===== config.mk =====
export PLATFORM = sky130hd
export DESIGN_NAME = can_err_capture
export DESIGN_NICKNAME = d
export VERILOG_FILES = /design/src/rtl/errcap_pkg.sv /design/src/rtl/errcap_bitmon.sv /design/src/rtl/errcap_prio.sv /design/src/rtl/errcap_store.sv /design/src/rtl/can_err_capture.sv
export SDC_FILE = /design/constraint.sdc
export NUM_CORES = 1
export LEC_CHECK = 0
export BUFFER_PORTS_ARGS = -buffer_cell sky130_fd_sc_hd__buf_4
export CAP_MARGIN = 20
export CORE_ASPECT_RATIO = 0.8
export CORE_MARGIN = 5
export CORE_UTILIZATION = 45
export CTS_BUF_LIST = sky130_fd_sc_hd__clkbuf_16
export DETAILED_ROUTE_END_ITERATION = 16
export PLACE_DENSITY = 0.68
export SLEW_MARGIN = 10
export SYNTH_ARGS = -nofsm -noshare
export SYNTH_HDL_FRONTEND = slang
export SYNTH_SLANG_ARGS = --single-unit

===== constraint.sdc =====
create_clock -name clk -period 1.3 [get_ports clk]
set_input_delay 0.065 -clock clk [delete_from_list [all_inputs] [get_ports clk]]
set_output_delay 0.065 -clock clk [all_outputs]
set_load 0.02 [all_outputs]

===== src/rtl/errcap_pkg.sv =====
package errcap_pkg;
  localparam int TYPE_W  = 3;
  localparam int POS_W   = 4;
  localparam int NUM_SRC = 5;

  localparam logic [TYPE_W-1:0] T_BIT   = 3'd0;
  localparam logic [TYPE_W-1:0] T_STUFF = 3'd1;
  localparam logic [TYPE_W-1:0] T_CRC   = 3'd2;
  localparam logic [TYPE_W-1:0] T_FORM  = 3'd3;
  localparam logic [TYPE_W-1:0] T_ACK   = 3'd4;

  localparam logic [POS_W-1:0] P_SOF   = 4'd0;
  localparam logic [POS_W-1:0] P_ARB   = 4'd1;
  localparam logic [POS_W-1:0] P_ACK   = 4'd5;
  localparam logic [POS_W-1:0] P_OTHER = 4'd9;

  // Source index is the priority rank: 0 wins.
  function automatic logic [TYPE_W-1:0] src_code(input int idx);
    case (idx)
      0:       return T_BIT;
      1:       return T_STUFF;
      2:       return T_FORM;
      3:       return T_CRC;
      default: return T_ACK;
    endcase
  endfunction
endpackage


===== src/rtl/errcap_bitmon.sv =====
module errcap_bitmon
  import errcap_pkg::*;
(
  input  logic             sample_pt,
  input  logic             tx_bit,
  input  logic             rx_bit,
  input  logic [POS_W-1:0] field_i,
  output logic             bit_err,
  output logic             arb_loss
);
  logic rec_over_dom;
  logic benign;

  always_comb begin
    // Driven recessive, seen dominant.
    rec_over_dom = tx_bit & ~rx_bit;
    benign       = rec_over_dom & ((field_i == P_ARB) | (field_i == P_ACK));
    arb_loss     = sample_pt & rec_over_dom & (field_i == P_ARB);
    bit_err      = sample_pt & (tx_bit ^ rx_bit) & ~benign;
  end
endmodule


===== src/rtl/errcap_prio.sv =====
module errcap_prio
  import errcap_pkg::*;
#(
  parameter int N = NUM_SRC
) (
  input  logic [N-1:0]      req,
  output logic              hit,
  output logic [TYPE_W-1:0] code
);
  always_comb begin
    hit  = |req;
    code = '0;
    for (int i = N - 1; i >= 0; i--) begin
      if (req[i]) code = src_code(i);
    end
  end
endmodule


===== src/rtl/errcap_store.sv =====
module errcap_store
  import errcap_pkg::*;
#(
  parameter int WORD_W = TYPE_W + POS_W
) (
  input  logic              clk,
  input  logic              rst_n,
  input  logic              sample_pt,
  input  logic              hit,
  input  logic [TYPE_W-1:0] code,
  input  logic [POS_W-1:0]  field_i,
  input  logic              arb_loss,
  input  logic              rd_stb,
  output logic [WORD_W-1:0] word,
  output logic              rd_valid,
  output logic [WORD_W-1:0] rd_data,
  output logic              err_frame_req,
  output logic              arb_lost
);
  logic [TYPE_W-1:0] type_q;
  logic [POS_W-1:0]  pos_q;

  assign word = {pos_q, type_q};

  always_ff @(posedge clk or negedge rst_n) begin
    if (!rst_n) begin
      type_q        <= T_BIT;
      pos_q         <= P_OTHER;
      err_frame_req <= 1'b0;
      arb_lost      <= 1'b0;
      rd_valid      <= 1'b0;
      rd_data       <= '0;
    end else begin
      err_frame_req <= sample_pt & hit;
      arb_lost      <= arb_loss;
      rd_valid      <= rd_stb;
      if (rd_stb) rd_data <= {pos_q, type_q};
      if (sample_pt && hit) begin
        type_q <= code;
        pos_q  <= field_i;
      end
    end
  end
endmodule


===== src/rtl/can_err_capture.sv =====
module can_err_capture
  import errcap_pkg::*;
#(
  parameter int WORD_W = TYPE_W + POS_W
) (
  input  logic              clk,
  input  logic              rst_n,
  input  logic              sample_pt,
  input  logic              tx_bit,
  input  logic              rx_bit,
  input  logic [POS_W-1:0]  field_i,
  input  logic              form_err,
  input  logic              stuff_err,
  input  logic              crc_err,
  input  logic              ack_err,
  input  logic              rd_stb,
  output logic              rd_valid,
  output logic [WORD_W-1:0] rd_data,
  output logic              err_frame_req,
  output logic              arb_lost
);
  logic               bit_err;
  logic               arb_loss;
  logic [NUM_SRC-1:0] req;
  logic               hit;
  logic [TYPE_W-1:0]  code;
  logic [WORD_W-1:0]  cap_word;

  errcap_bitmon u_bitmon (
    .sample_pt(sample_pt), .tx_bit(tx_bit), .rx_bit(rx_bit),
    .field_i(field_i), .bit_err(bit_err), .arb_loss(arb_loss)
  );

  // Flags only count at a sample point; order is priority rank.
  assign req = {NUM_SRC{sample_pt}} & {ack_err, crc_err, form_err, stuff_err, bit_err};

  errcap_prio #(.N(NUM_SRC)) u_prio (.req(req), .hit(hit), .code(code));

  errcap_store #(.WORD_W(WORD_W)) u_store (
    .clk(clk), .rst_n(rst_n), .sample_pt(sample_pt), .hit(hit), .code(code),
    .field_i(field_i), .arb_loss(arb_loss), .rd_stb(rd_stb), .word(cap_word),
    .rd_valid(rd_valid), .rd_data(rd_data), .err_frame_req(err_frame_req),
    .arb_lost(arb_lost)
  );
endmodule


==> flow_summary.toml <==
[outcome]
outcome = "finished clean"

[critical_path]
reg2regPathDepth = 3
cp_data_required_time_ns = 1.47
path_cells = "buf_4, ha_1, nand2b_1, o211a_4, o211ai_2"
worstPathMaxFanout = 8
critical_path.endpoint_type = "flop"
endpoint = "u_store.pos_q[2]$_DFFE_PN0P_"
startpoint = "tx_bit"
rrSetupSlack_ns = 0.44
cp.arrival_ns = 1.21
rr_endpoint = "u_store.type_q[1]$_DFFE_PN0P_"
worstSetupStartpointType = "input port"
slowest_stage = "o211a_4"
worstSetupPathType = "input port to flop"
reg2reg_from = "u_store.type_q[1]$_DFFE_PN0P_"
worst_path_largest_cell_delay_ns = 0.32

[layout]
drive_gt1_share_pct = 46.7
fill_cells = 139
final_cell_mix = "buf_4 (23), dfrtp_1 (15), mux2_2 (7)"
synthToLayoutAreaGrowth_pct = 32.8
final_common_cell = "buf_4"
n_antenna_cell = 0
fin_nets = 106

[clocking]
postCtsResizedCells = 0
post_cts_buffers = 0
cts_root_buf = "clkbuf_16"
cts.path.max_buffers = 2
clock-sinks = 17
cts_made_buffers = 3
cts_hold_buf = 1
ctsHtreeMaxLevel = 1
cts_tree = "yes"
cts.clk_slew.worst_paths_ns = 0.05
clk_latency_ns = 0.24

[timing]
min_period_over_period_pct = 80.6
maxSlewHeadroom_pct = 72.7
rsz0062_at_grt = "no"
period_minus_slack_ns = 1.05
finalSetupTns_ns = 0
finalHoldViolCount = 0
worst_slack_ns = 0.252
tightest_slew_ns = 0.407
skew_ns = 0.000569
setup_violations = 0
max_freq_ghz = 0.954
slew_violations = 0
fin_hold_ws_ns = 0.0159

[die]
start_util_pct = 48.7
io_pins = 24
core_area_sq_um = 1680
die_area_sq_um = 2770
die_w_um = 57.6
fp-row-count = 13
die_h_um = 48.1

[synth]
synth_top_area_share_pct = 46.0
ys_types = 23
synth_area_leaders = "dfrtp_1 (46%), mux2_2 (9.7%), dfstp_2 (6.4%), o211ai_2 (6.1%), nand2b_1 (4.6%)"
synth_edf_count = 0
syn_area_sq_um = 816
yosys_warnings = 0
seq_area_frac_synth_pct = 52.5
synth-main-ff-cell = "dfrtp_1"
syn_inst = 66
async_flop_share_pct = 100
synth.net_count = 81
yosysTopAreaCell = "dfrtp_1"
avgSynthCellArea_sq_um = 12.4
synth_seq_cells = 17

[global_routing]
grt_pass1_vias = 559
antenna_found_initial = 0
grt_max_degree = 18
overflow = 0
grt_first_pass_wirelength_um = 2490
grt_usage_pct = 12.6

[place]
gp_congestion = 0.762
pre_cts_ws_ns = 0.0114
hpwl_um = 1280
port_buffers = 23

[route]
viasPerCell = 5.10
dr.pass1.iters = 4
drt-initial-drc-count = 5
num_vias = 571
wl_per_cell_um = 14.3
drc = 0
antenna_left = 0
wl_um = 1600

[min_path]
hold_path_class = "input port to flop"

[power]
p_leak_uw = 0.000509
powerDensity_nw_per_um2 = 1390
p_total_uw = 1510
peakVddDrop_mv = 1.26

[run]
cap_violations = 0
report_power, final:
part           internal, uW  switching [uW]  leakage [uW]  total (uW)
Combinational           135             137      0.000261         272
Clock                   411             190     0.0000409         601
Sequential              598            36.0      0.000207         634
Total                  1140             363      0.000509        1510
state kept, by name, summed over array words and instances (netlist names):
signal and count:
u_store.rd_data 7, u_store.pos_q 4, u_store.rd_valid 1, u_store.arb_lost 1, u_store.type_q 3, u_store.err_frame_req 1
critical path, delay by kind of cell:
kind | cells | cell delay, ns
AOI/OAI and AO/OA | 2 | 0.48
and+or+nand+nor | 1 | 0.27
adders and majority gates | 1 | 0.29
buffers and inverters | 1 | 0.11
per-stage QoR:
step	util, %	instance area (sq um)	instances
6_report	64.7	1080	112
3_5_place_dp	59.3	993	107
3_3_place_gp	59.3	993	107
2_1_floorplan	-	816	66
5_1_grt	64.7	1080	112
4_1_cts	64.7	1080	112
synthesized netlist by cell type, types with 2 or more instances:
cell type  count
clkbuf_1       3
o221ai_1       2
inv_1          3
dfrtp_1       15
dfstp_2        2
o211ai_2       4
mux2_2         7
nand2_1        4
nor2b_1        2
o211ai_1       2
a21oi_1        2
nand2b_1       6
o2111ai_1      4
layer usage:
metal	global-route usage, %	vias up	routed length [um]
li1	-	294	-
met1	14.5	261	736
met2	20.9	16	721
met3	7.28	0	139
met4	2.78	0	0
met5	0	-	0
logic make-up (layout without fill, tap and decap cells):
| logic type | Yosys count | after routing | share of synthesized area [%] |
|---|---|---|---|
| mux | 7 | 7 | 9.66 |
| compound gates | 17 | 17 | 19.3 |
| simple gates | 17 | 17 | 12.9 |
| fa+ha+maj | 1 | 1 | 1.53 |
| flops | 17 | 17 | 52.5 |
| buf+inv | 7 | 31 | 4.14 |
layout make-up:
type / instances / area [sq um] / area share [%]
sequential: 17 / 428 / 39.5
inverter: 3 / 11.3 / 1.04
clock buffer: 3 / 75.1 / 6.93
tap: 22 / 27.5 / 2.54
clock inverter: 1 / 5.00 / 0.462
multi-input combinational: 42 / 354 / 32.7
timing repair buffer: 24 / 183 / 16.9
worst min path at each step:
stage                       from                    endpoint  slack (ns)  depth (start not counted)
after floorplan            rst_n  u_store.arb_lost$_DFF_PN0_       -0.23                          0
after detailed placement   rst_n  u_store.arb_lost$_DFF_PN0_       -0.06                          1
after CTS                 rd_stb  u_store.rd_valid$_DFF_PN0_        0.01                          1
after global routing      rd_stb  u_store.rd_valid$_DFF_PN0_        0.02                          1
final                     rd_stb  u_store.rd_valid$_DFF_PN0_        0.02                          1
after global placement     rst_n  u_store.arb_lost$_DFF_PN0_       -0.06                          1
Power figures use the tool's default switching activity.
